`src/rtl/i2c_unstick_pkg.sv`:
```
package i2c_unstick_pkg;

    typedef enum logic [2:0] {
        UNS_IDLE,
        UNS_WAIT,
        UNS_NACK,
        UNS_CLOCK,
        UNS_RESET
    } uns_state_e;

    typedef struct packed {
        logic manual;
        logic level;
        logic nack;
        logic reset;
    } pad_ctrl_t;

    // Clock cycles in one phase of the given length in microseconds, at least 1.
    function automatic int unsigned phase_cycles(longint unsigned clk_hz, longint unsigned us);
        longint unsigned c;
        c = (clk_hz * us) / 64'd1_000_000;
        if (c == 0) return 1;
        return int'(c);
    endfunction

endpackage

```
`src/rtl/unstick_wait_timer.sv`:
```
module unstick_wait_timer #(
    parameter int unsigned WAIT_TICKS = 1000
) (
    input  logic clk,
    input  logic rst,
    input  logic armed,
    input  logic busy,
    input  logic tick,
    output logic expire
);
    localparam int unsigned TW = $clog2(WAIT_TICKS + 1);

    logic [TW-1:0] cnt;

    always_ff @(posedge clk) begin
        if (rst || !armed)
            cnt <= '0;
        else if (busy && tick)
            cnt <= cnt + 1'b1;
    end

    assign expire = armed && busy && tick && (cnt == TW'(WAIT_TICKS - 1));
endmodule

```
`src/rtl/unstick_strikes.sv`:
```
module unstick_strikes #(
    parameter int unsigned LIMIT = 2
) (
    input  logic clk,
    input  logic rst,
    input  logic bump,
    input  logic clear,
    output logic over
);
    localparam int unsigned SW = $clog2(LIMIT + 2);

    logic [SW-1:0] n;

    assign over = (n > SW'(LIMIT));

    always_ff @(posedge clk) begin
        if (rst || clear)
            n <= '0;
        else if (bump && !over)
            n <= n + 1'b1;
    end
endmodule

```
`src/rtl/unstick_pulser.sv`:
```
module unstick_pulser #(
    parameter int unsigned PHASE  = 5,
    parameter int unsigned PULSES = 10
) (
    input  logic clk,
    input  logic rst,
    input  logic start,
    output logic level,
    output logic last
);
    localparam int unsigned PW = $clog2(PHASE + 1);
    localparam int unsigned NW = $clog2(PULSES + 1);

    logic          active;
    logic [PW-1:0] ph_cnt;
    logic [NW-1:0] pl_cnt;
    logic          ph_end;

    assign ph_end = (ph_cnt == PW'(PHASE - 1));
    assign last   = active && !level && ph_end && (pl_cnt == NW'(PULSES - 1));

    always_ff @(posedge clk) begin
        if (rst) begin
            active <= 1'b0;
            level  <= 1'b1;
            ph_cnt <= '0;
            pl_cnt <= '0;
        end else if (start) begin
            active <= 1'b1;
            level  <= 1'b1;
            ph_cnt <= '0;
            pl_cnt <= '0;
        end else if (active) begin
            if (ph_end) begin
                ph_cnt <= '0;
                if (level) begin
                    level <= 1'b0;
                end else if (last) begin
                    active <= 1'b0;
                    level  <= 1'b1;
                end else begin
                    pl_cnt <= pl_cnt + 1'b1;
                    level  <= 1'b1;
                end
            end else begin
                ph_cnt <= ph_cnt + 1'b1;
            end
        end
    end
endmodule

```
`src/rtl/i2c_unstick_seq.sv`:
```
module i2c_unstick_seq
    import i2c_unstick_pkg::*;
#(
    parameter int unsigned CLK_HZ       = 27_000_000,
    parameter int unsigned PHASE_US     = 25,
    parameter int unsigned WAIT_TICKS   = 1000,
    parameter int unsigned NUM_PULSES   = 10,
    parameter int unsigned STRIKE_LIMIT = 2
) (
    input  logic clk,
    input  logic rst,
    input  logic bus_busy,
    input  logic wait_req,
    input  logic xfer_tmo,
    input  logic tick,
    output logic scl_manual_sel,
    output logic scl_level,
    output logic nack_mode,
    output logic ctrl_reset,
    output logic tmo_err,
    output logic done
);
    localparam int unsigned PHASE_CYCLES = phase_cycles(64'(CLK_HZ), 64'(PHASE_US));

    uns_state_e state, state_nxt;
    logic       expire, over, bump, clear, start, last, pulse_lvl;
    pad_ctrl_t  pad;

    unstick_wait_timer #(.WAIT_TICKS(WAIT_TICKS)) timer_i (
        .clk(clk), .rst(rst), .armed(state == UNS_WAIT),
        .busy(bus_busy), .tick(tick), .expire(expire)
    );

    unstick_strikes #(.LIMIT(STRIKE_LIMIT)) strikes_i (
        .clk(clk), .rst(rst), .bump(bump), .clear(clear), .over(over)
    );

    unstick_pulser #(.PHASE(PHASE_CYCLES), .PULSES(NUM_PULSES)) pulser_i (
        .clk(clk), .rst(rst), .start(start), .level(pulse_lvl), .last(last)
    );

    always_comb begin
        state_nxt = state;
        bump      = 1'b0;
        clear     = 1'b0;
        start     = 1'b0;
        unique case (state)
            UNS_IDLE: begin
                if (xfer_tmo)      state_nxt = UNS_NACK;
                else if (wait_req) state_nxt = UNS_WAIT;
            end
            UNS_WAIT: begin
                if (xfer_tmo)       state_nxt = UNS_NACK;
                else if (!bus_busy) state_nxt = UNS_IDLE;
                else if (over) begin
                    state_nxt = UNS_NACK;
                    clear     = 1'b1;
                end else if (expire) begin
                    state_nxt = UNS_IDLE;
                    bump      = 1'b1;
                end
            end
            UNS_NACK: begin
                start     = 1'b1;
                state_nxt = UNS_CLOCK;
            end
            UNS_CLOCK: if (last) state_nxt = UNS_RESET;
            UNS_RESET: state_nxt = UNS_IDLE;
            default:   state_nxt = UNS_IDLE;
        endcase
    end

    always_ff @(posedge clk) begin
        if (rst) begin
            state   <= UNS_IDLE;
            tmo_err <= 1'b0;
        end else begin
            state   <= state_nxt;
            tmo_err <= bump;
        end
    end

    always_comb begin
        pad.manual = (state == UNS_CLOCK);
        pad.level  = pad.manual ? pulse_lvl : 1'b1;
        pad.nack   = (state == UNS_NACK) || (state == UNS_CLOCK);
        pad.reset  = (state == UNS_RESET);
    end

    assign scl_manual_sel = pad.manual;
    assign scl_level      = pad.level;
    assign nack_mode      = pad.nack;
    assign ctrl_reset     = pad.reset;
    assign done           = pad.reset;
endmodule

```
`config.mk`:
```
export PLATFORM = sky130hd
export DESIGN_NAME = i2c_unstick_seq
export DESIGN_NICKNAME = d
export VERILOG_FILES = /design/src/rtl/i2c_unstick_pkg.sv /design/src/rtl/unstick_wait_timer.sv /design/src/rtl/unstick_strikes.sv /design/src/rtl/unstick_pulser.sv /design/src/rtl/i2c_unstick_seq.sv
export SDC_FILE = /design/constraint.sdc
export NUM_CORES = 1
export LEC_CHECK = 0
export ABC_CLOCK_PERIOD_IN_PS = 2350
export BUFFER_PORTS_ARGS = -buffer_cell sky130_fd_sc_hd__buf_4
export CAP_MARGIN = 0
export CORE_MARGIN = 4
export CORE_UTILIZATION = 30
export CTS_CLUSTER_SIZE = 16
export DETAILED_ROUTE_END_ITERATION = 7
export SKIP_LAST_GASP = 1
export SYNTH_ARGS = -nofsm -noshare
export SYNTH_HDL_FRONTEND = slang
export SYNTH_SLANG_ARGS = --single-unit
```
`constraint.sdc`:
```
create_clock -name clk -period 2.35 [get_ports clk]
set_input_delay 0.235 -clock clk [delete_from_list [all_inputs] [get_ports clk]]
set_output_delay 0.235 -clock clk [all_outputs]
set_load 0.05 [all_outputs]
```
==> run metrics, run 1 <==
Worst Clk Skew=approximately 0.0047 ns; post-synth cell types=36; row count=25; total of max-cap violations=0; RSZ-0062 raised after global routing=false; CP startpoint kind=flip-flop; most instantiated cells after synthesis=dfxtp_1 (32), nor2_1 (27), nand2_1 (16), xnor2_1 (12), a21oi_1 (11); post-CTS setup buffers=0; diode count=0; gpl congestion=roughly 0.71; worst skew pair latency=0.28 ns; crit path DAT=~2.3 ns; remaining routing DRC violations=0; CTS sink cnt=32; DR pass1 iterations=4; pre-CTS setup slack=around 0.3 ns; WL/cell=approximately 11 um; Peak Freq=481.1 MHz; Detailed Route Iter0 Violations=57; area delta synth->final=14.93%; sw frac=0.2294; final total power=1.062 mW; fin crit share=0.8845; Clock transition at path regs=around 0.060 ns; Setup crit end kind=flip-flop; clk buf depth=2; setup TNS=0 ns; crit path kind=flip-flop to flip-flop; Final Hold Fails=0; vias=between 1000 and 1500; Hold-fix buffers, CTS=0; Internal=0.8186 mW; Initial Util=0.3195; post-CTS sizing=0; ys async rst share=0; Cell Area, Synth=0.001559 mm^2; Overflow after GRT=0; initial antenna violation count=0; clock power share=0.400; leakage power=0.5895 nW; final WL=between 2000 and 3000 um; vias per std cell=approximately 4.8; Max Slew Vio Count=0; Flop pwr share=0.530; Slew Limit Headroom=0.6006; setup slack after layout=~0.27 ns; gr usage total=0.1027; Synth area leaders=dfxtp_1 (41%), xnor2_1 (6.7%), nor2_1 (6.5%); final setup vio count=0; Tmin final=approximately 2.1 ns; die area=approximately 0.0064 mm^2; switching power total=approximately 0.24 mW; ys flop type=dfxtp_1; CTS buffer count=5; R2R Setup Slk=around 0.27 ns; YS warnings=0; CP required=around 2.6 ns; top-area cell type share of the netlist area=0.4109; status=completed; hold slack=0.1774 ns; vias in the first global route=1221; die width=80.09 um; Post-DRT Antenna Nets=0; CP max FO=5; cell count after synthesis=182; post-layout util=0.3672; first-pass GRT wire length=5278 um; synthesized area per cell=~8.6 um^2; CTS H-tree depth=2; Die H=80.09 um; FF+latch count, synth=32; Hold Crit Class=input port to flip-flop; syn nets=a little under 200; worst vdd ir=between 0.2 and 0.25 mV; Pwr per Cell Area=592.9 mW/mm^2; hpwl dp=about 2100 um; register area share after synthesis=0.4109; Top Ports=12; pin count of the biggest net entering global routing=12; Clock Tree Root=clkbuf_8; Port Buffers=11; most common cell in the synthesized netlist=dfxtp_1; TritonCTS clock tree=yes; Post-synth EDFFs=0; Layout Nets=approximately 210; worst-margin pin slew=between 0.5 and 0.6 ns; area leader, netlist=dfxtp_1; Core Box Area=about 0.005 mm^2; combinational power share=0.070; fraction of layout cells with a size suffix above 1=0.1276
[critical path, cell delays in order (launching register included)]
cell and delay, ns:
dfxtp_1 0.35, or4b_4 0.57, or3_1 0.45, or4_1 0.48
a21oi_1 0.15
[registers in the layout, summed over array words and instances (netlist names)]
| register | flops |
|---|---|
| timer_i.cnt | 10 |
| tmo_err | 1 |
| pulser_i.active | 1 |
| state | 3 |
| pulser_i.level | 1 |
| strikes_i.n | 2 |
| pulser_i.ph_cnt | 10 |
| pulser_i.pl_cnt | 4 |
[power by group through the flow]
stage	Clock, mW	Combinational [mW]	Sequential [mW]
2_1_floorplan	0	0.0572	0.569
3_3_place_gp	0	0.0750	0.575
3_5_place_dp	0	0.0747	0.575
4_1_cts	0.446	0.0751	0.563
5_1_grt	0.464	0.0842	0.565
6_report	0.425	0.0745	0.563
[path summary, 6_finish.rpt]
| check | startpoint | to | cells past startpoint |
|---|---|---|---|
| max reg2reg | pulser_i.ph_cnt[2]$_SDFFE_PP0P_ | pulser_i.pl_cnt[3]$_SDFFE_PP0P_ | 4 |
| max | pulser_i.ph_cnt[2]$_SDFFE_PP0P_ | pulser_i.pl_cnt[3]$_SDFFE_PP0P_ | 4 |
| min reg2reg | strikes_i.n[1]$_SDFFE_PP0P_ | strikes_i.n[1]$_SDFFE_PP0P_ | 2 |
| min | rst | pulser_i.active$_SDFF_PP0_ | 2 |
[per-layer routing]
metal	GRT usage	part of all wire	routed length [um]
met3	0.03587	0.051	144
met4	0.04561	0.018	51
met5	0	0	0
met2	0.1565	0.43	1217
met1	0.1300	0.50	1433
[kinds of logic after synthesis]
family | after synthesis | share of synthesized area
simple gates | 92 | 0.3170
xor+xnor | 17 | 0.09550
compound gates | 23 | 0.09391
flops | 32 | 0.4109
buf+inv | 12 | 0.03450
fa+ha+maj | 6 | 0.04815
[cell type report]
cell class / instances / area [um^2]
fillers: 521 / 3088
flip-flops and latches: 32 / 640.6
well taps: 67 / 83.83
repair buffers: 12 / 90.09
multi-input cells: 138 / 864.6
inverters: 6 / 22.52
clock buffers: 8 / 90.09
[through the flow]
stage | instance area [um^2] | instances
6_report | 1792 | 263
2_1_floorplan | 1559 | 182
4_1_cts | 1792 | 263
3_3_place_gp | 1702 | 255
3_5_place_dp | 1702 | 255
5_1_grt | 1792 | 263
[placed cells by master (no fill, tap or decap), types with 5 or more instances in the layout]
| cell | instances |
|---|---|
| a21oi_1 | 11 |
| buf_4 | 12 |
| clkbuf_8 | 6 |
| dfxtp_1 | 32 |
| ha_1 | 6 |
| inv_1 | 6 |
| nand2_1 | 16 |
| nand3_1 | 7 |
| nand4_1 | 5 |
| nor2_1 | 27 |
| nor3_1 | 8 |
| nor4_1 | 5 |
| xnor2_1 | 12 |
| xor2_1 | 5 |
Note: power is estimated with default switching activity, not from simulation.
==> run 2, diff against run 1 <==
--- a/config.mk
+++ b/config.mk
@@ -12,6 +12,7 @@
 export CORE_UTILIZATION = 30
 export CTS_CLUSTER_SIZE = 16
 export DETAILED_ROUTE_END_ITERATION = 7
+export REMOVE_ABC_BUFFERS = 1
 export SKIP_LAST_GASP = 1
 export SYNTH_ARGS = -nofsm -noshare
 export SYNTH_HDL_FRONTEND = slang
==> run 2 against run 1 <==
Net effect:
- maximum frequency down 1.9%
- first-iteration DRC count up 21%
- count of clock-buffer cells in the layout down 3
- worst hold slack about the same
- die area unchanged
- flip-flop and latch count unchanged
- highest routed layer unchanged
- clock skew up 0.0018 ns
==> run metrics, run 2 (synthesis gave the netlist of run 1 again) <==
status=completed; worst-case reg-to-reg path depth=4 (unchanged); Clock Tree Root=clkbuf_8; Pwr per Cell Area=643.4 mW/mm^2 (+8.5%); Hold Crit Class=input port to flip-flop; Post-DRT Antenna Nets=0 (unchanged); crit path DAT=2.34 ns (+0.05 ns); initial antenna violation count=0 (unchanged); Flop pwr share=0.480 (-0.050); gpl congestion=0.7619 (+6.9%); RSZ-0062 raised after global routing=false; Hold Path End=tmo_err$_SDFF_PP0_; TritonCTS clock tree=yes; final setup vio count=0 (unchanged); vias in the first global route=1281 (+4.9%); Slew Limit Headroom=0.7110 (+0.1103); worst skew pair latency=0.29 ns (about the same); CP required=2.57 ns (about the same); most frequent cells in the layout=dfxtp_1 (32), nor2_1 (27), nand2_1 (16); CTS H-tree depth=2 (unchanged); Worst Hold Launch=rst; Port Buffers=11 (unchanged); setup TNS=0 ns (unchanged); Hold-fix buffers, CTS=0 (unchanged); Largest regs=pulser_i.ph_cnt: 10 flops, timer_i.cnt: 10 flops, pulser_i.pl_cnt: 4 flops; vias per std cell=4.920 (+2.9%); hold slack=0.1771 ns (-0.0002630 ns); switching power total=0.2780 mW (+14%); Max Slew Vio Count=0 (unchanged); final WL=3164 um (+11%); Overflow after GRT=0 (unchanged); WL/cell=11.98 um (+11%); CP startpoint kind=flip-flop; die area=0.006414 mm^2 (unchanged); CP max FO=5 (unchanged); fin area=0.001821 mm^2 (+1.6%); DR pass1 iterations=4 (unchanged); Layout Nets=208 (+0.48%); worst-margin pin slew=0.4302 ns (-0.1639 ns); Die H=80.09 um (unchanged); Detailed Route Iter0 Violations=69 (+21%); clk buf depth=2 (unchanged); clock power share=0.454 (+0.054); fraction of layout cells with a size suffix above 1=0.1421 (+0.01458); vias=1299 (+3.3%); Tmin final=2.120 ns (+0.04129 ns); remaining routing DRC violations=0 (unchanged); pin count of the biggest net entering global routing=12 (unchanged); Internal=0.8933 mW (+9.1%); final total power=1.171 mW (+10%); row count=25 (unchanged); total of max-cap violations=0 (unchanged); gr usage total=0.1131 (+0.01037); combinational power share=0.066 (-0.004); die width=80.09 um (unchanged); fin cells=264 (+0.38%); Worst Hold Depth=2 (unchanged); sw frac=0.2374 (+0.007949); fin crit share=0.9021 (+0.01757); diode count=0 (unchanged); reg2reg end=pulser_i.pl_cnt[3]$_SDFFE_PP0P_; crit path kind=flip-flop to flip-flop; Peak Freq=471.7 MHz (-1.9%); FF-to-FF Start=pulser_i.ph_cnt[2]$_SDFFE_PP0P_; Final Hold Fails=0 (unchanged); Placement Cell Area=0.001709 mm^2 (+0.44%); first-pass GRT wire length=5651 um (+7.1%); area delta synth->final=16.77%; Setup crit end kind=flip-flop; worst vdd ir=0.3227 mV (+38%); Initial Util=0.3195 (unchanged); Worst Clk Skew=0.006449 ns (+0.001789 ns); post-CTS setup buffers=0 (unchanged); Top Ports=12 (unchanged); CTS sink cnt=32 (unchanged); Core Box Area=0.004880 mm^2 (unchanged); Clock transition at path regs=0.07 ns (about the same); post-CTS sizing=0 (unchanged); commonest non-fill, non-tap cell in the layout=dfxtp_1; R2R Setup Slk=0.23 ns (-0.04 ns); leakage power=0.6036 nW (+2.4%); hpwl dp=2229 um (+7.7%); CTS buffer count=5 (unchanged); placed cell count=256 (+0.39%)
-- run 2: cell types whose count changed in the layout (fill, tap and decap cells not counted), sizes merged --
cell      previous run  this run
clkbuf               8         5
buf                 12        13
bufinv               0         1
clkinv               0         1
clkinvlp             0         1
-- run 2: cell type report --
| type | instances | area, um^2 |
|---|---|---|
| Multi-Input combinational cell | 138 | 864.6 |
| Fill cell | 545 | 3059 |
| Inverter | 6 | 22.52 |
| Clock buffer | 5 | 68.82 |
| Timing Repair Buffer | 13 | 97.59 |
| Tap cell | 67 | 83.83 |
| Clock inverter | 3 | 42.54 |
| Sequential cell | 32 | 640.6 |
-- run 2: power by group through the flow --
stage,clock (mW),combinational [mW],sequential (mW)
CTS,0.547,0.0781,0.562
global placement,0,0.0767,0.574
finish,0.531,0.0775,0.562
floorplan,0,0.0469,0.574
global route,0.564,0.0880,0.565
detailed placement,0,0.0774,0.575
-- run 2: through the flow --
stage / util / setup WS (ns)
floorplan: - / -0.4985
global placement: 0.3503 / 0.3272
detailed placement: 0.3503 / 0.2721
CTS: 0.3731 / 0.2557
global route: 0.3731 / 0.1388
finish: 0.3731 / 0.2301
-- run 2: critical path, stage by stage, from the launching register on --
cell and delay (ns):
dfxtp_1 0.36, or4b_4 0.57, or3_1 0.47, or4_1 0.50, a21oi_1 0.16
-- run 2: worst max-delay path by stage --
stage / start / end / slack, ns / cells past startpoint
CTS: pulser_i.ph_cnt[2]$_SDFFE_PP0P_ / pulser_i.pl_cnt[3]$_SDFFE_PP0P_ / 0.26 / 4
detailed placement: pulser_i.ph_cnt[2]$_SDFFE_PP0P_ / pulser_i.pl_cnt[3]$_SDFFE_PP0P_ / 0.27 / 4
floorplan: state[2]$_SDFFE_PP0P_ / ctrl_reset / -0.50 / 1
global placement: pulser_i.ph_cnt[2]$_SDFFE_PP0P_ / pulser_i.pl_cnt[3]$_SDFFE_PP0P_ / 0.33 / 4
global route: pulser_i.ph_cnt[2]$_SDFFE_PP0P_ / pulser_i.pl_cnt[3]$_SDFFE_PP0P_ / 0.14 / 4
finish: pulser_i.ph_cnt[2]$_SDFFE_PP0P_ / pulser_i.pl_cnt[3]$_SDFFE_PP0P_ / 0.23 / 4
-- run 2: layer usage --
metal	up-vias	track usage	part of all wire
met1	605	0.1446	0.50
met4	0	0.05574	0.020
li1	669	-	-
met2	17	0.1730	0.44
met3	8	0.03251	0.045
met5	-	0	0
==> run 3, diff against run 2 <==
--- a/config.mk
+++ b/config.mk
@@ -5,6 +5,7 @@
 export SDC_FILE = /design/constraint.sdc
 export NUM_CORES = 1
 export LEC_CHECK = 0
+export ABC_AREA = 1
 export ABC_CLOCK_PERIOD_IN_PS = 2350
 export BUFFER_PORTS_ARGS = -buffer_cell sky130_fd_sc_hd__buf_4
 export CAP_MARGIN = 0
@@ -14,6 +15,7 @@
 export DETAILED_ROUTE_END_ITERATION = 7
 export REMOVE_ABC_BUFFERS = 1
 export SKIP_LAST_GASP = 1
+export SLEW_MARGIN = 10
 export SYNTH_ARGS = -nofsm -noshare
 export SYNTH_HDL_FRONTEND = slang
 export SYNTH_SLANG_ARGS = --single-unit
==> run 3 against run 2 <==
Net effect:
- global-route usage decreased by 1.2 points
- sequential share of layout area is 2.5 points lower
- clock power decreased by 16%
- synthesized cell count rose by 40%
- clock skew decreased by 0.0016 ns
- core utilization fell by 1.7 points
- area after synthesis rose by 9.4%
- worst hold slack got worse by 0.014 ns
- critical path depth increased by 1
- wire length rose by 2.5%
- design area grew 7.7%
- maximum frequency rose by 32%
==> run metrics, run 3 <==
Max stage delay cell, worst path=dfxtp_1; gr usage total=0.1008 (-0.01235); Clock Tree Root=clkbuf_8; status=completed; Overflow after GRT=0 (unchanged); Pwr per Cell Area=603.0 mW/mm^2 (-6.3%); DR pass1 iterations=4 (unchanged); Tmin final=1.611 ns (-0.5087 ns); Placement Cell Area=0.001871 mm^2 (+9.4%); Worst Clk Skew=0.004809 ns (-0.001640 ns); Max Slew Vio Count=0 (unchanged); Largest regs=pulser_i.ph_cnt: 10 flops, timer_i.cnt: 10 flops, pulser_i.pl_cnt: 4 flops; remaining routing DRC violations=0 (unchanged); Hold Crit Class=input port to flip-flop; YS warnings=0 (unchanged); worst path cell trace=inv_1, nor2_1, nand2_1, or2_2, buf_4; worst-margin pin slew=0.3230 ns (-0.1072 ns); FF+latch count, synth=32 (unchanged); register area share after synthesis=0.3756 (-0.03527); most common cell in the synthesized netlist=nand2_1; top-area cell type share of the netlist area=0.3756 (-0.03527); total of max-cap violations=0 (unchanged); Slew Limit Headroom=0.7839 (+0.07290); setup slack after layout=0.7388 ns (+0.5087 ns); gpl congestion=0.8467 (+11%); initial antenna violation count=0 (unchanged); WL/cell=9.400 um (-22%); fin cells=345 (+31%); Layout Nets=284 (+37%); clk buf depth=2 (unchanged); CP max FO=4 (-1); Detailed Route Iter0 Violations=72 (+4.3%); post-CTS setup buffers=0 (unchanged); area delta synth->final=14.97%; Setup crit end kind=output pin; post-synth cell types=23 (-36%); Post-DRT Antenna Nets=0 (unchanged); fin crit share=0.6856 (-0.2165); most frequent cells in the layout=nand2_1 (64), nor2_1 (45), inv_1 (38); diode count=0 (unchanged); vias per std cell=4.319 (-12%); Top Ports=12 (unchanged); slowest stage delay, CP=0.33 ns (-0.24 ns); Clock transition at path regs=0.07 ns (about the same); worst vdd ir=0.3673 mV (+14%); fin area=0.001961 mm^2 (+7.7%); Post-synth EDFFs=0 (unchanged); vias=1490 (+15%); Final Hold Fails=0 (unchanged); TritonCTS clock tree=yes; die area=0.006955 mm^2 (+8.4%); Synth area leaders=dfxtp_1 (38%), nand2_1 (14%), nor2_1 (9.9%); Hold-fix buffers, CTS=0 (unchanged); hpwl dp=2495 um (+12%); Port Buffers=11 (unchanged); die width=83.40 um (+4.1%); synthesized area per cell=6.688 um^2 (-22%); most instantiated cells after synthesis=nand2_1 (64), nor2_1 (45), inv_1 (38), dfxtp_1 (32), a21oi_1 (17); cell count after synthesis=255 (+40%); CP required=2.12 ns (-0.45 ns); final setup vio count=0 (unchanged); crit path DAT=1.38 ns (-0.96 ns); Cell Area, Synth=0.001705 mm^2 (+9.4%); crit path kind=flip-flop to output pin; final total power=1.182 mW (+0.93%); commonest non-fill, non-tap cell in the layout=nand2_1; CP startpoint kind=flip-flop; Fill cells=582 (+6.8%); vias in the first global route=1368 (+6.8%); RSZ-0062 raised after global routing=false; final WL=3243 um (+2.5%); CTS H-tree depth=2 (unchanged); first-pass GRT wire length=5789 um (+2.4%); worst skew pair latency=0.28 ns (about the same); leakage power=0.8076 nW (+34%); row count=27 (+8.0%); Initial Util=0.3097 (-0.009785); ys async rst share=0 (unchanged); CTS buffer count=5 (unchanged); pre-CTS setup slack=0.8878 ns (+0.6157 ns); pin count of the biggest net entering global routing=10 (-2); Core Box Area=0.005507 mm^2 (+13%); CTS sink cnt=32 (unchanged); Peak Freq=620.6 MHz (+32%); area leader, netlist=dfxtp_1; Die H=83.40 um (+4.1%); fraction of layout cells with a size suffix above 1=0.1172 (-0.02492); hold slack=0.1629 ns (-0.01419 ns); ys flop type=dfxtp_1; placed cell count=337 (+32%); post-CTS sizing=0 (unchanged)
run 3: changes by cell type after synthesis, moves of 3 or more:
cell	delta
clkbuf_1	-3
nand2_1	+48
nor4_1	-5
nand4_1	-3
nor2_1	+18
nand3b_1	-3
nand2_2	+4
or3_1	-4
nand3_1	+7
or4_1	-3
inv_1	+32
xnor2_1	-9
a21oi_1	+6
run 3: area by class of cell:
type	instances	area, um^2	area share
timing repair buffer	11	82.58	0.04212
clock buffer	8	90.09	0.04595
sequential	32	640.6	0.3267
inverter	39	146.4	0.07466
tap	72	90.09	0.04595
multi-input combinational	183	910.9	0.4646
run 3: path summary, 6_finish.rpt:
kind / start / endpoint / slack, ns / depth (start not counted)
setup / recovery: state[1]$_SDFFE_PP0P_ / scl_level / 0.74 / 5
hold / removal: rst / pulser_i.active$_SDFF_PP0_ / 0.16 / 2
setup reg to reg: timer_i.cnt[0]$_SDFFE_PP0P_ / timer_i.cnt[8]$_SDFFE_PP0P_ / 0.89 / 6
hold reg to reg: strikes_i.n[1]$_SDFFE_PP0P_ / strikes_i.n[1]$_SDFFE_PP0P_ / 0.46 / 2
run 3: power breakdown:
part | switching (mW) | internal [mW] | total (mW)
Sequential | 0.0195 | 0.559 | 0.579
Clock | 0.206 | 0.239 | 0.445
Combinational | 0.108 | 0.0506 | 0.159
Total | 0.333 | 0.849 | 1.18
run 3: cell families (layout without fill, tap and decap cells):
group                    after synthesis  in the layout  share of synthesized area
flip-flops                            32             32                     0.3756
XOR/XNOR                               8              8                    0.04109
adder cells (fa/ha/maj)                6              6                    0.04402
AND/OR/NAND/NOR                      146            146                     0.3800
buffers and inverters                 40             58                    0.09024
AO/OA/AOI/OAI                         23             23                    0.06896
run 3: metal layers:
metal | share of wire | GRT usage | vias up | wire length [um]
met5 | 0 | 0 | - | 0
met4 | 0.0099 | 0.03120 | 0 | 32
met3 | 0.039 | 0.03075 | 5 | 128
met2 | 0.45 | 0.1676 | 14 | 1474
met1 | 0.50 | 0.1242 | 647 | 1606
li1 | - | - | 824 | -
run 3: metrics by stage:
step / TNS (ns) / util
finish: 0 / 0.3561
global route: 0 / 0.3561
CTS: 0 / 0.3561
detailed placement: 0 / 0.3397
global placement: 0 / 0.3397
floorplan: -0.6677 / -
run 3: critical path, delay by kind of cell, from the launching register on:
family / cells / cell delay (ns)
flops: 1 / 0.33
simple gates: 3 / 0.51
buf+inv: 2 / 0.27
